<file path="src/rtl/memsel_pkg.sv">
package memsel_pkg;
  localparam int NSPACE = 4;

  typedef enum logic [1:0] {
    SP_PROG = 2'd0,
    SP_DATA = 2'd1,
    SP_BOOT = 2'd2,
    SP_IO   = 2'd3
  } space_e;

  localparam logic [1:0] RA_SYS = 2'd0;
  localparam logic [1:0] RA_CEN = 2'd1;
  localparam logic [1:0] RA_IOW = 2'd2;

  localparam logic [NSPACE-1:0] CEN_RESET = 4'b1011;
endpackage

</file>
<file path="src/rtl/memsel_regs.sv">
module memsel_regs
  import memsel_pkg::*;
#(
  parameter int WAIT_W = 3,
  parameter int NUM_IO = 4,
  parameter int DW     = NUM_IO * WAIT_W
) (
  input  logic                     clk,
  input  logic                     rst_n,
  input  logic                     wr_en,
  input  logic [1:0]               wr_addr,
  input  logic [DW-1:0]            wr_data,
  output logic [WAIT_W-1:0]        prog_wait,
  output logic                     boot_off,
  output logic [NSPACE-1:0]        comp_en,
  output logic [NUM_IO*WAIT_W-1:0] io_wait
);
  localparam int BOOT_OFF_BIT = WAIT_W;
  localparam int LOW_USE = (WAIT_W + 1 > NSPACE) ? WAIT_W + 1 : NSPACE;

  logic wr_sys, wr_cen, wr_iow;
  assign wr_sys = wr_en && (wr_addr == RA_SYS);
  assign wr_cen = wr_en && (wr_addr == RA_CEN);
  assign wr_iow = wr_en && (wr_addr == RA_IOW);

  logic unused_hi;
  assign unused_hi = ^wr_data[DW-1:LOW_USE];

  always_ff @(posedge clk or negedge rst_n) begin
    if (!rst_n) begin
      prog_wait <= '1;
      boot_off  <= 1'b0;
      comp_en   <= CEN_RESET;
      io_wait   <= '1;
    end else begin
      if (wr_sys) begin
        prog_wait <= wr_data[WAIT_W-1:0];
        boot_off  <= wr_data[BOOT_OFF_BIT];
      end
      if (wr_cen) comp_en <= wr_data[NSPACE-1:0];
      if (wr_iow) io_wait <= wr_data[NUM_IO*WAIT_W-1:0];
    end
  end

  // a write lands one cycle later
  p_cen_write_r2: assert property (@(posedge clk) disable iff (!rst_n)
    wr_cen |=> comp_en == $past(wr_data[NSPACE-1:0]));
  p_sys_write_r2: assert property (@(posedge clk) disable iff (!rst_n)
    wr_sys |=> boot_off == $past(wr_data[BOOT_OFF_BIT]));
endmodule

</file>
<file path="src/rtl/memsel_wait_pick.sv">
module memsel_wait_pick
  import memsel_pkg::*;
#(
  parameter int WAIT_W = 3,
  parameter int NUM_IO = 4,
  parameter int ADDR_W = 14,
  parameter int IO_AW  = 11
) (
  input  logic [1:0]               space,
  input  logic [ADDR_W-1:0]        addr,
  input  logic [WAIT_W-1:0]        prog_wait,
  input  logic [NUM_IO*WAIT_W-1:0] io_wait,
  output logic [WAIT_W-1:0]        wait_val
);
  localparam int RB = $clog2(NUM_IO);

  logic [RB-1:0] io_region;
  assign io_region = addr[IO_AW-1 -: RB];

  logic unused_addr;
  assign unused_addr = ^{addr[ADDR_W-1:IO_AW], addr[IO_AW-RB-1:0]};

  function automatic logic [WAIT_W-1:0] pick_wait(
    input logic [1:0]               sp,
    input logic [RB-1:0]            reg_i,
    input logic [WAIT_W-1:0]        pw,
    input logic [NUM_IO*WAIT_W-1:0] iw
  );
    logic [WAIT_W-1:0] r;
    case (space_e'(sp))
      SP_PROG: r = pw;
      SP_IO:   r = iw[reg_i*WAIT_W +: WAIT_W];
      default: r = '0;
    endcase
    return r;
  endfunction

  assign wait_val = pick_wait(space, io_region, prog_wait, io_wait);
endmodule

</file>
<file path="src/rtl/memsel_seq.sv">
module memsel_seq #(
  parameter int WAIT_W = 3
) (
  input  logic              clk,
  input  logic              rst_n,
  input  logic              req_valid,
  input  logic [1:0]        req_space,
  input  logic [WAIT_W-1:0] wait_in,
  input  logic              hold,
  output logic              active,
  output logic [1:0]        space_q,
  output logic              acc_done
);
  logic [WAIT_W-1:0] cnt;
  logic start_evt, finish_evt, tick_evt;

  assign start_evt  = req_valid && !active && !hold;
  assign finish_evt = active && !hold && (cnt == '0);
  assign tick_evt   = active && !hold && (cnt != '0);

  always_ff @(posedge clk or negedge rst_n) begin
    if (!rst_n) begin
      active   <= 1'b0;
      space_q  <= '0;
      cnt      <= '0;
      acc_done <= 1'b0;
    end else begin
      acc_done <= finish_evt;
      if (start_evt) begin
        active  <= 1'b1;
        space_q <= req_space;
        cnt     <= wait_in;
      end else if (finish_evt) begin
        active <= 1'b0;
      end else if (tick_evt) begin
        cnt <= cnt - 1'b1;
      end
    end
  end

  p_done_single_r7: assert property (@(posedge clk) disable iff (!rst_n)
    acc_done |=> !acc_done);
  p_done_idle_r7: assert property (@(posedge clk) disable iff (!rst_n)
    acc_done |-> !active);
  p_hold_freeze_r10: assert property (@(posedge clk) disable iff (!rst_n)
    (active && hold) |=> (active && cnt == $past(cnt)));
  p_busy_keep_r11: assert property (@(posedge clk) disable iff (!rst_n)
    (active && !finish_evt) |=> (active && space_q == $past(space_q)));
endmodule

</file>
<file path="src/rtl/memsel_strobes.sv">
module memsel_strobes
  import memsel_pkg::*;
(
  input  logic              clk,
  input  logic              rst_n,
  input  logic              active,
  input  logic [1:0]        space_q,
  input  logic              hold,
  input  logic              boot_off,
  input  logic [NSPACE-1:0] comp_en,
  output logic [NSPACE-1:0] sel_n,
  output logic              comp_n
);
  logic [NSPACE-1:0] raw_sel;

  for (genvar i = 0; i < NSPACE; i++) begin : g_space
    assign raw_sel[i] = active && !hold && (space_q == i);
    if (i == int'(SP_BOOT)) begin : g_boot
      assign sel_n[i] = !(raw_sel[i] && !boot_off);
    end else begin : g_plain
      assign sel_n[i] = !raw_sel[i];
    end
    p_comp_cover_r8: assert property (@(posedge clk) disable iff (!rst_n)
      (!sel_n[i] && comp_en[i]) |-> !comp_n);
  end

  assign comp_n = !(|(raw_sel & comp_en));

  p_onehot_r3: assert property (@(posedge clk) disable iff (!rst_n)
    $onehot0(~sel_n));
  p_hold_quiet_r10: assert property (@(posedge clk) disable iff (!rst_n)
    hold |-> (&sel_n && comp_n));
  p_boot_off_r9: assert property (@(posedge clk) disable iff (!rst_n)
    boot_off |-> sel_n[SP_BOOT]);
  p_comp_only_active_r8: assert property (@(posedge clk) disable iff (!rst_n)
    !comp_n |-> active);
endmodule

</file>
<file path="src/rtl/memsel_gen.sv">
module memsel_gen
  import memsel_pkg::*;
#(
  parameter int WAIT_W = 3,
  parameter int NUM_IO = 4,
  parameter int ADDR_W = 14,
  parameter int IO_AW  = 11,
  localparam int DW    = NUM_IO * WAIT_W
) (
  input  logic              clk,
  input  logic              rst_n,
  input  logic              req_valid,
  input  logic [1:0]        req_space,
  input  logic [ADDR_W-1:0] req_addr,
  input  logic              bus_grant,
  input  logic              reg_wr,
  input  logic [1:0]        reg_addr,
  input  logic [DW-1:0]     reg_wdata,
  output logic              prog_sel_n,
  output logic              data_sel_n,
  output logic              boot_sel_n,
  output logic              io_sel_n,
  output logic              comp_sel_n,
  output logic              acc_done
);
  logic [WAIT_W-1:0]        prog_wait;
  logic                     boot_off;
  logic [NSPACE-1:0]        comp_en;
  logic [NUM_IO*WAIT_W-1:0] io_wait;
  logic [WAIT_W-1:0]        wait_val;
  logic                     active;
  logic [1:0]               space_q;
  logic [NSPACE-1:0]        sel_n;

  memsel_regs #(.WAIT_W(WAIT_W), .NUM_IO(NUM_IO), .DW(DW)) u_regs (
    .clk(clk), .rst_n(rst_n), .wr_en(reg_wr), .wr_addr(reg_addr),
    .wr_data(reg_wdata), .prog_wait(prog_wait), .boot_off(boot_off),
    .comp_en(comp_en), .io_wait(io_wait)
  );

  memsel_wait_pick #(.WAIT_W(WAIT_W), .NUM_IO(NUM_IO), .ADDR_W(ADDR_W),
                     .IO_AW(IO_AW)) u_pick (
    .space(req_space), .addr(req_addr), .prog_wait(prog_wait),
    .io_wait(io_wait), .wait_val(wait_val)
  );

  memsel_seq #(.WAIT_W(WAIT_W)) u_seq (
    .clk(clk), .rst_n(rst_n), .req_valid(req_valid), .req_space(req_space),
    .wait_in(wait_val), .hold(bus_grant), .active(active),
    .space_q(space_q), .acc_done(acc_done)
  );

  memsel_strobes u_strb (
    .clk(clk), .rst_n(rst_n), .active(active), .space_q(space_q),
    .hold(bus_grant), .boot_off(boot_off), .comp_en(comp_en),
    .sel_n(sel_n), .comp_n(comp_sel_n)
  );

  assign prog_sel_n = sel_n[SP_PROG];
  assign data_sel_n = sel_n[SP_DATA];
  assign boot_sel_n = sel_n[SP_BOOT];
  assign io_sel_n   = sel_n[SP_IO];
endmodule

</file>
<file path="config.mk">
export PLATFORM = sky130hd
export DESIGN_NAME = memsel_gen
export DESIGN_NICKNAME = d
export VERILOG_FILES = /design/src/rtl/memsel_pkg.sv /design/src/rtl/memsel_regs.sv /design/src/rtl/memsel_wait_pick.sv /design/src/rtl/memsel_seq.sv /design/src/rtl/memsel_strobes.sv /design/src/rtl/memsel_gen.sv
export SDC_FILE = /design/constraint.sdc
export NUM_CORES = 1
export LEC_CHECK = 0
export ABC_AREA = 0
export BUFFER_PORTS_ARGS = -buffer_cell sky130_fd_sc_hd__buf_2
export CORE_AREA = 2 2 54 56
export CTS_BUF_LIST = sky130_fd_sc_hd__clkbuf_8
export DETAILED_ROUTE_END_ITERATION = 12
export DIE_AREA = 0 0 56 58
export PLACE_DENSITY_LB_ADDON = 0.08
export RECOVER_POWER = 50
export REMOVE_ABC_BUFFERS = 1
export SLEW_MARGIN = 20
export SYNTH_ARGS = -nofsm -noshare
export SYNTH_HDL_FRONTEND = slang
export SYNTH_SLANG_ARGS = --single-unit
</file>
<file path="constraint.sdc">
create_clock -name clk -period 1.8 [get_ports clk]
set_input_delay 0.09 -clock clk [delete_from_list [all_inputs] [get_ports clk]]
set_output_delay 0.09 -clock clk [all_outputs]
set_load 0.01 [all_outputs]
</file>
=== Yosys cells after proc, flatten, opt, wreduce, memory -nomap -nowiden ===
Cells that the tools add are included.

* Bits in registers: 27
* Output and inout port bits: 6

* $add $sub $neg: 1
* Multiply operators: 1
* Equal/unequal tests: 7
* Shifts and indexed selects: 1
* Mux-type cells: 6
* Bitwise gates (word level): 1
* Reductions and logical operators: 30

{| class="wikitable"
|+ Operators with widths
! operator !! count
|-
| 1-bit logical AND || 13
|-
| 12-bit by 5-bit indexed part select with 3-bit output || 1
|-
| 3-bit two-way mux || 3
|-
| 2-bit equality test, second input constant || 4
|-
| 1-bit logical NOT || 8
|-
| 2-bit logical NOT || 3
|-
| 3-bit case mux with 2 select lines || 1
|-
| 4-bit AND || 1
|-
| 2-bit by 1-bit equality test with 1-bit output, second input constant || 2
|-
| 2-bit by 2-bit multiplier with 4-bit output, second input constant || 1
|-
| 2-bit nonzero test || 2
|-
| 4-bit OR reduction || 1
|-
| 3-bit logical NOT || 1
|-
| 3-bit nonzero test || 1
|-
| 3-bit by 1-bit subtractor with 3-bit output, second input constant || 1
|-
| 1-bit two-way mux || 2
|-
| 2-bit by 1-bit inequality test with 1-bit output, second input constant || 1
|-
| 2-bit AND reduction || 1
|}

=== Logic depth before layout (Yosys ltp) ===
Gate-level depths: netlist (run 1).

* Word-level depth: 6
* Gate-level depth with buffers: 6

=== Modules after synthesis ===
Synthesis (run 1) repeated with hierarchy kept, for this count alone.

* Cells, all modules: 107
* Area total of the unflattened synthesis: 1512.7 µm²

{| class="wikitable"
|+ Modules (own cells, without submodules)
! module !! instances !! cells an instance !! area each (µm²)
|-
| memsel_regs || 1 || 44 || 843.3
|-
| memsel_seq || 1 || 36 || 407.9
|-
| memsel_wait_pick || 1 || 19 || 190.2
|-
| memsel_strobes || 1 || 8 || 71.3
|}

=== Least setup slack after synthesis (run 1) ===
Ideal clock, no wire load.

* Path type: register -> output
* Start: reg u_seq.active
* End: out boot_sel_n
* Arrival: 1.139 ns
* Required time: 1.710 ns
* Setup slack: 0.571 ns
* Cell stages (with the launch flop): 4
* Buffers on the path: 1
* Path through: dfrtp_1 -> buf_6 -> nand2b_4 -> or4b_2

* Cells in the longest elaborated chain, start to end: 4

{| class="wikitable"
|+ RTL lines
! element !! RTL line !! source
|-
| from (decl) || memsel_seq.sv:10 || <nowiki>output logic active,</nowiki>
|-
| from (signal assigned) || memsel_seq.sv:23 || <nowiki>active <= 1'b0;</nowiki>
|-
| from (signal assigned) || memsel_seq.sv:30 || <nowiki>active <= 1'b1;</nowiki>
|-
| from (signal assigned) || memsel_seq.sv:34 || <nowiki>active <= 1'b0;</nowiki>
|-
| 1-bit logical AND (2 in series) || memsel_strobes.sv:17 || <nowiki>assign raw_sel[i] = active && !hold && (space_q == i);</nowiki>
|-
| 1-bit logical AND || memsel_strobes.sv:19 || <nowiki>assign sel_n[i] = !(raw_sel[i] && !boot_off);</nowiki>
|-
| 1-bit logical NOT || memsel_strobes.sv:19 ||
|-
| to (decl) || memsel_gen.sv:21 || <nowiki>output logic boot_sel_n,</nowiki>
|}

No other way between the ends.

=== Final worst setup path (run 1) ===
Ends and elaborated chain as after synthesis.

==> metrics, run 1 <==
status=finished clean; startpoint types=flop; Clock Latency Late Sink=0.27 ns; average cell area after synthesis=12.3 sq um; largest net degree at the start of global routing=28; Die W=56 um; Worst Hold Class=in2reg; Netlist cell types=30; RSZ-0062 raised after global routing=false; Crit Path Max Fanout=10; Worst Tran Pin Value=0.649 ns; Core Rows=19; initial core utilization=0.517; Pins Over Slew Limit=0; Seq/Total Area, Yosys=0.507; CTS sink cnt=27; CP cell instances=nand2b_4, or4b_2, buf_2; Fin. Hold Viols=0; Fin Setup TNS=0 ns; wire length of the first global-routing pass=4.02 mm; Post-synth EDFFs=0; Clock transition at path regs=0.09 ns; crit end category=output port; Port Buffers=28; Area growth, synth to finish=15.8%; antenna cells=0; max cap viols=0; CTS Buf Count=3; CTS max path bufs=2; HPWL after DPL=1.88 mm; wire per inst=14.1 um; synthesized instance count=112; synth warn=0; Die Ht=58 um; core region area=2660 sq um; crit path kind=reg2out; # IOs=41; RePlAce Congestion=0.764; Tmin final=1.65 ns; initial antenna violation count=0; Final period util=0.917; most numerous cell in the Yosys netlist=mux2_2; number of global-route vias before repair=901; 1st-iter DRT viols=15; Residual DRC=0; die footprint=3250 sq um; CTS tree=done; Synth async-reset ratio=1.00; top cells by area, synth=dfstp_2 34%, dfrtp_1 16%, mux2_2 16%, mux2i_1 4.4%, ha_1 3.6%; Cell Area, Synth=1380 sq um; share of the synthesized area in the top cell type=0.344; via count=916; Yosys reg bits=27; final layout net count=182; main flop type after synthesis=dfstp_2; Post-CTS Setup Inserts=0; Power Density=1130 nW/um^2; drt total wl=2.43 mm; CP Data Required Time=1.71 ns; final count of negative-setup-slack endpoints=0; share of cells above drive strength 1=0.528; Crit-path slowest cell=or4b_2; DP Area=1530 sq um; FMAX=0.606 GHz; Total GRT Usage=0.158; grt total ovfl=0; top post-synthesis cells by count=20 x mux2_2, 18 x dfstp_2, 10 x nand2_1, 9 x dfrtp_1, 6 x mux2i_1; peak supply drop=728 uV; cell taking the most area after synthesis=dfstp_2; CP max stage delay=0.59 ns; worst slew margin relative to its limit=0.566; leakage=0.000697 uW; crit path DAT=1.56 ns; clk_skew=0.00474 ns; # H-tree levels=1; fin area=1590 sq um; Avg Vias per Cell=5.29; drt pass-1 iters=3; ANT nets after route=0; clock root cell=clkbuf_8
==> cells by family (layout without fill, tap and decap cells) <==
group	count (synthesis)	count (layout)	share of synthesized area
DFF	27	27	0.507
adders and majority gates	4	4	0.0364
AOI/OAI and AO/OA	15	15	0.0673
and+or+nand+nor	31	31	0.136
buffers and inverters	8	38	0.0291
muxes	27	27	0.224
==> area by class of cell <==
| class | instances | area (sq um) |
|---|---|---|
| sequential | 27 | 699 |
| fill | 249 | 1070 |
| timing repair buffer | 29 | 150 |
| clock inverter | 1 | 7.51 |
| inverter | 5 | 18.8 |
| multi-input combinational | 77 | 638 |
| clock buffer | 3 | 41.3 |
| tap | 31 | 38.8 |
==> where the power goes <==
part	internal [uW]	switching, uW
clock	157	185
combinational	274	236
sequential	819	136
total	1250	557
==> worst paths after layout <==
check / from / cells past startpoint / endpoint / slack (ns)
min reg2reg: u_regs.comp_en[2]$_DFFE_PN0P_ / 1 / u_regs.comp_en[2]$_DFFE_PN0P_ / 0.51
min in group asynchronous: rst_n / 2 / u_seq.acc_done$_DFF_PN0_ / 0.36
max reg2reg: u_seq.cnt[0]$_DFFE_PN0P_ / 6 / u_seq.cnt[1]$_DFFE_PN0P_ / 0.40
max: u_seq.active$_DFFE_PN0P_ / 3 / boot_sel_n / 0.15
max in group asynchronous: rst_n / 2 / u_seq.active$_DFFE_PN0P_ / 1.02
min: reg_wdata[4] / 2 / u_regs.io_wait[4]$_DFFE_PN1P_ / 0.05
==> state kept, by name, summed over array words and instances (netlist names) <==
register and count:
u_regs.prog_wait 3, u_regs.io_wait 12, u_seq.space_q 2, u_seq.active 1, u_seq.cnt 3, u_regs.comp_en 4, u_regs.boot_off 1, u_seq.acc_done 1
==> critical path: cells and delay by family, from the launching register on <==
| family | cells | cell delay (ns) |
|---|---|---|
| simple gates | 2 | 0.66 |
| buf+inv | 1 | 0.16 |
| flops | 1 | 0.48 |
==> repair_timing <==
action                                  4_1_cts  5_1_grt
hold buffers                                  1        0
endpoints found under the setup margin        0        1
resized for setup                             0        1
endpoints found under the hold margin         9        0
==> stage by stage <==
stage               setup slack [ns]  hold WS (ns)  total power, uW  cells   util
global route                  0.0800        0.0423             1940    173  0.599
finish                         0.149        0.0466             1810    173  0.599
floorplan                      0.524        -0.206             1310    109      -
CTS                           0.0462        0.0394             1840    173  0.598
global placement               0.369         0.114             1450    168  0.576
detailed placement             0.362         0.132             1480    168  0.576
==> routing by layer <==
layer | vias up | routed length (um) | GRT usage
li1 | 458 | - | -
met1 | 442 | 1130 | 0.222
met2 | 14 | 1210 | 0.250
met3 | 2 | 74 | 0.0290
met4 | 0 | 13 | 0.0510
met5 | - | 0 | 0
==> cells in the final DEF, fill, tap and decap left out, types with 2 or more instances in the layout <==
cell	Yosys	final
dfstp_2	18	17
nand2_1	10	10
buf_2	2	28
a31oi_1	3	3
nor2b_1	2	2
o21ai_0	4	4
nand2b_1	2	2
mux2i_1	6	6
nor2_1	4	4
inv_1	5	5
mux2_2	20	20
dfrtp_1	9	8
a211oi_1	2	2
o22ai_1	2	2
nand3b_1	3	3
ha_1	4	4
clkbuf_8	0	3
a21oi_1	2	2
nand3_1	2	2
No activity file was read; power rests on OpenSTA's default activity.
==> run 2, diff against run 1 <==
--- a/config.mk
+++ b/config.mk
@@ -7,10 +7,10 @@
 export LEC_CHECK = 0
 export ABC_AREA = 0
 export BUFFER_PORTS_ARGS = -buffer_cell sky130_fd_sc_hd__buf_2
-export CORE_AREA = 2 2 54 56
-export CTS_BUF_LIST = sky130_fd_sc_hd__clkbuf_8
+export CAP_MARGIN = 20
+export CORE_AREA = 2 2 56 58
 export DETAILED_ROUTE_END_ITERATION = 12
-export DIE_AREA = 0 0 56 58
+export DIE_AREA = 0 0 58 60
 export PLACE_DENSITY_LB_ADDON = 0.08
 export RECOVER_POWER = 50
 export REMOVE_ABC_BUFFERS = 1
==> run 2 against run 1 <==
Worst hold slack worse by 0.024 ns. Clock power down 24%. Clock skew grew 0.00059 ns. Design area up 4.2%. Critical endpoint unchanged. Largest cell class unchanged.
==> metrics, run 2 (same netlist as run 1, synthesis figures left out) <==
status=finished clean; Core Rows=20; Tmin final=1.74 ns; Area growth, synth to finish=20.7%; Hold WS=0.0223 ns; Total GRT Usage=0.153; core region area=2900 sq um; fin area=1660 sq um; CTS max path bufs=2; initial core utilization=0.474; most common cell after layout, fill and taps aside=buf_2; DP Area=1540 sq um; final layout net count=191; Post-CTS Setup Inserts=0; crit path DAT=1.65 ns; crit path kind=reg2out; ANT nets after route=0; Power Density=1040 nW/um^2; Most flops, register=u_regs.io_wait; CTS sink cnt=27; max cap viols=0; startpoint types=flop; Worst Hold Launch=reg_wdata[2]; reg-to-reg startpoint=u_seq.cnt[0]$_DFFE_PN0P_; Die Ht=60 um; Avg Vias per Cell=5.20; initial antenna violation count=0; CTS tree=done; most frequent cells in the layout=27 x buf_2, 20 x mux2_2, 18 x dfstp_2; CP Data Required Time=1.71 ns; grt total ovfl=0; RePlAce Congestion=0.788; Worst Tran Pin Value=1.39 ns; CTS Buf Count=3; Fin Setup TNS=0 ns; Residual DRC=0; CP cell instances=nand2b_4, or4b_2, buf_2; crit end category=output port; drt total wl=2.45 mm; Crit-path slowest cell=or4b_2; critical path startpoint=u_seq.active$_DFFE_PN0P_; RSZ-0062 raised after global routing=false; Port Buffers=28; Pins Over Slew Limit=0; wire length of the first global-routing pass=4.06 mm; wire per inst=13.3 um; Worst Hold Class=in2reg; fill cell count=266; Die W=58 um; HPWL after DPL=1.90 mm; number of global-route vias before repair=922; # H-tree levels=1; FMAX=0.576 GHz; antenna cells=0; die footprint=3480 sq um; leakage=0.000729 uW; Hold Path Depth=2; clk_skew=0.00532 ns; peak supply drop=594 uV; Clock transition at path regs=0.14 ns; Fin. Hold Viols=0; Clock Latency Late Sink=0.32 ns; drt pass-1 iters=4; final count of negative-setup-slack endpoints=0; via count=956; clock root cell=clkbuf_4; Final period util=0.964; share of cells above drive strength 1=0.503; worst-case reg-to-reg path depth=6; 1st-iter DRT viols=55; CP max stage delay=0.59 ns; max reg flops=12; # IOs=41; largest net degree at the start of global routing=28; Crit Path Max Fanout=10; Top Registers=u_regs.io_wait: 12 flops, u_regs.comp_en: 4 flops; worst slew margin relative to its limit=0.0737
## run 2: cell type report
type / count / area, sq um / area share
clock buffers: 3 / 22.5 / 0.0136
clock inverters: 1 / 5.00 / 0.00301
inverters: 5 / 18.8 / 0.0113
multi-input cells: 77 / 638 / 0.384
flip-flops and latches: 27 / 699 / 0.421
well taps: 33 / 41.3 / 0.0248
repair buffers: 38 / 236 / 0.142
## run 2: power by group
group | leakage, uW | switching [uW] | internal (uW)
logic | 0.000415 | 234 | 285
registers | 0.000296 | 136 | 819
clock network | 0.0000177 | 176 | 83.4
## run 2: critical path: cells and delay by family, from the launching register on
family	cells	cell delay [ns]
simple gates	2	0.66
flops	1	0.50
buf+inv	1	0.16
## run 2: worst paths after layout
path                                                      end  slack, ns
worst min-delay path            u_regs.comp_en[2]$_DFFE_PN0P_       0.02
worst max-delay path                               boot_sel_n       0.06
worst max register to register       u_seq.cnt[1]$_DFFE_PN0P_       0.39
worst min register to register  u_regs.comp_en[2]$_DFFE_PN0P_       0.53
min in group asynchronous            u_seq.acc_done$_DFF_PN0_       0.59
max in group asynchronous            u_seq.active$_DFFE_PN0P_       0.31
## run 2: routing by layer
layer	global-route usage	wire length [um]	vias up
met4	0.0498	21	0
li1	-	-	480
met2	0.261	1220	16
met3	0.0195	81	2
met5	0	0	-
met1	0.203	1130	458
## run 2: per-stage QoR
step / power, uW / utilization / worst slack, ns / cells
after global routing: 1870 / 0.572 / 0.00611 / 184
after global placement: 1450 / 0.532 / 0.370 / 171
final: 1730 / 0.572 / 0.0642 / 184
after detailed placement: 1480 / 0.532 / 0.360 / 171
after CTS: 1760 / 0.573 / 0.0564 / 184
after floorplan: 1310 / - / 0.524 / 109
## run 2: repair_timing
action | in CTS | in global routing
resized for setup | 1 | 0
setup endpoints to repair | 1 | 0
hold endpoints to repair | 17 | 0
hold buffers | 9 | 0
==> run 3, diff against run 2 <==
--- a/config.mk
+++ b/config.mk
@@ -5,12 +5,12 @@
 export SDC_FILE = /design/constraint.sdc
 export NUM_CORES = 1
 export LEC_CHECK = 0
-export ABC_AREA = 0
+export ABC_AREA = 1
 export BUFFER_PORTS_ARGS = -buffer_cell sky130_fd_sc_hd__buf_2
 export CAP_MARGIN = 20
-export CORE_AREA = 2 2 56 58
+export CORE_AREA = 4 4 58 60
 export DETAILED_ROUTE_END_ITERATION = 12
-export DIE_AREA = 0 0 58 60
+export DIE_AREA = 0 0 62 64
 export PLACE_DENSITY_LB_ADDON = 0.08
 export RECOVER_POWER = 50
 export REMOVE_ABC_BUFFERS = 1
==> run 3 against run 2 <==
Core utilization grew 0.88 points. Fmax grew 15%. Area after synthesis grew 3.0%. Critical path type unchanged.
==> metrics, run 3 <==
status=finished clean; CTS sink cnt=27; CTS tree=done; cell taking the most area after synthesis=dfstp_2; Post-CTS Setup Inserts=0; final count of negative-setup-slack endpoints=0; RePlAce Congestion=0.787; antenna cells=0; FF-to-FF End=u_seq.cnt[1]$_DFFE_PN0P_; largest family of logic cells by synthesized area=simple AND/OR/NAND/NOR gates; xor/xnor share of the synthesized area=0; CP Buf/Inv Count=2; combinational power share=0.334; synthesized instance count=176; average cell area after synthesis=8.05 sq um; largest net degree at the start of global routing=28; max reg flops=12; Switching Share=0.343; CP cell instances=inv_2, nor2_4, nand3_1, o21ai_0, nor2_1, buf_2; drt total wl=2.55 mm; Clock transition at path regs=0.14 ns; Worst Hold Class=in2reg; most common cell after layout, fill and taps aside=nand2_1; die footprint=3970 sq um; crit path DAT=1.42 ns; core region area=2930 sq um; Port Buffers=28; Worst Tran Pin Value=0.586 ns; post-CTS sizing=0; final layout net count=255; Avg Vias per Cell=4.73; Hold EP=u_regs.io_wait[2]$_DFFE_PN1P_; switching power of the nets=587 uW; startpoint types=flop; Synth async-reset ratio=1.00; Residual DRC=0; Area growth, synth to finish=20.0%; crit end category=output port; Power Density=1010 nW/um^2; grt total ovfl=0; CP delay by family, top=flip-flops; clk_skew=0.00263 ns; Netlist cell types=23; leakage=0.000888 uW; synth warn=0; cell-internal power=1130 uW; Hold Path Depth=3; max cap viols=0; Simple-Gate Fraction of Synth Area=0.257; RSZ-0062 raised after global routing=false; Pins Over Slew Limit=0; CTS max path bufs=2; Clock Latency Late Sink=0.32 ns; FMAX=0.661 GHz; crit path setup slack, layout=0.286 ns; CP max stage delay=0.41 ns; Die W=62 um; HPWL after DPL=1.94 mm; register-to-register setup slack=0.54 ns; Die Ht=64 um; most numerous cell in the Yosys netlist=nand2_1; Yosys reg bits=27; Cell Area, Synth=1420 sq um; worst-case reg-to-reg path depth=8; top cells by area, synth=dfstp_2 33%, dfrtp_1 16%, nand2_1 13%, inv_1 7.1%, o21ai_0 6.4%; pre-CTS WS=0.554 ns; Total GRT Usage=0.147; CP Data Required Time=1.71 ns; share of cells above drive strength 1=0.302; main flop type after synthesis=dfstp_2; Top Registers=u_regs.io_wait: 12 flops, u_regs.comp_en: 4 flops; # IOs=41; initial core utilization=0.484; wire length of the first global-routing pass=4.51 mm; clock root cell=clkbuf_4; Tmin final=1.51 ns; CTS Buf Count=3; Worst Hold Launch=reg_wdata[2]; crit path kind=reg2out; Synth Area in Compound Gates=0.102; initial antenna violation count=0; Core Rows=20; Final period util=0.841; peak supply drop=608 uV; 1st-iter DRT viols=52; Seq pwr share=0.516; # H-tree levels=1; Seq/Total Area, Yosys=0.492; worst slew margin relative to its limit=0.609; Most flops, register=u_regs.io_wait; top post-synthesis cells by count=49 x nand2_1, 27 x inv_1, 18 x dfstp_2, 18 x o21ai_0, 13 x nor2_1; most frequent cells in the layout=49 x nand2_1, 28 x buf_2, 27 x inv_1; Crit-path slowest cell=dfrtp_1; drt pass-1 iters=4; reg-to-reg startpoint=u_seq.cnt[0]$_DFFE_PN0P_; Crit Path Max Fanout=7; via count=1174; mux contribution to synthesized area=0.0159; Post-synth EDFFs=0; Fin Setup TNS=0 ns; share of the synthesized area in the top cell type=0.334; ANT nets after route=0; Fin. Hold Viols=0; Synth Area in Adders=0.0353; number of global-route vias before repair=1116; Tot Pwr=1710 uW; wire per inst=10.3 um; clock share of power=0.151
run 3: cell types whose count changed after synthesis, sizes merged, moves of 3 or more:
cell | previous run | this run
nand2 | 10 | 51
inv | 5 | 29
mux2 | 20 | 2
o21ai | 4 | 18
nor2 | 5 | 18
nand3 | 2 | 10
a21oi | 2 | 8
mux2i | 6 | 0
a31oi | 3 | 0
nand2b | 3 | 0
nand3b | 3 | 0
run 3: worst max path at each step:
| stage | start | to | slack [ns] | cells after the start |
|---|---|---|---|---|
| after floorplan | u_seq.cnt[0]$_DFFE_PN0P_ | u_seq.cnt[2]$_DFFE_PN0P_ | 0.63 | 7 |
| after global routing | u_seq.active$_DFFE_PN0P_ | comp_sel_n | 0.14 | 6 |
| after CTS | u_seq.active$_DFFE_PN0P_ | comp_sel_n | 0.26 | 6 |
| after global placement | u_seq.cnt[0]$_DFFE_PN0P_ | u_seq.cnt[1]$_DFFE_PN0P_ | 0.57 | 8 |
| final | u_seq.active$_DFFE_PN0P_ | comp_sel_n | 0.29 | 6 |
| after detailed placement | u_seq.cnt[0]$_DFFE_PN0P_ | u_seq.cnt[2]$_DFFE_PN0P_ | 0.55 | 7 |
run 3: cell families after synthesis:
family	after synthesis
DFF	27
and+or+nand+nor	83
adders and majority gates	4
AOI/OAI and AO/OA	27
buffers and inverters	33
muxes	2
run 3: area by class of cell:
cell class                      instances  area (sq um)
Clock buffer                            4          26.3
Fill cell                             283          1230
Inverter                               30           118
Tap cell                               33          41.3
Timing Repair Buffer                   38           238
Multi-Input combinational cell        116           581
Sequential cell                        27           698
run 3: what timing repair did:
item	4_1_cts	5_1_grt
setup endpoints to repair	0	0
hold buffers	9	0
endpoints found under the hold margin	17	0
run 3: per-stage QoR:
stage / util / hold slack (ns) / area, sq um / instances
2_1_floorplan: - / -0.206 / 1400 / 173
3_3_place_gp: 0.541 / 0.123 / 1590 / 235
3_5_place_dp: 0.541 / 0.126 / 1590 / 235
4_1_cts: 0.581 / 0.00244 / 1700 / 248
5_1_grt: 0.581 / 0.00907 / 1700 / 248
6_report: 0.581 / 0.0167 / 1700 / 248
run 3: metal layers:
layer,track usage,up-vias,share of wire
li1,-,626,-
met1,0.189,533,0.48
met2,0.241,13,0.48
met3,0.0242,2,0.029
met4,0.0557,0,0.0090
met5,0,-,0
run 3: power groups by stage:
| stage | combinational [uW] | clock [uW] | sequential [uW] |
|---|---|---|---|
| global route | 665 | 299 | 903 |
| global placement | 540 | 0 | 893 |
| detailed placement | 565 | 0 | 896 |
| floorplan | 423 | 0 | 878 |
| finish | 572 | 258 | 884 |
| CTS | 582 | 273 | 885 |
run 3: worst register-to-register path: stages (launching register included):
cell and delay [ns]:
dfrtp_1 0.41, inv_1 0.10, ha_1 0.17, nand2_1 0.07
nand2_2 0.08, and2_4 0.16, clkinv_4 0.06, nor2_2 0.09
a21oi_2 0.03
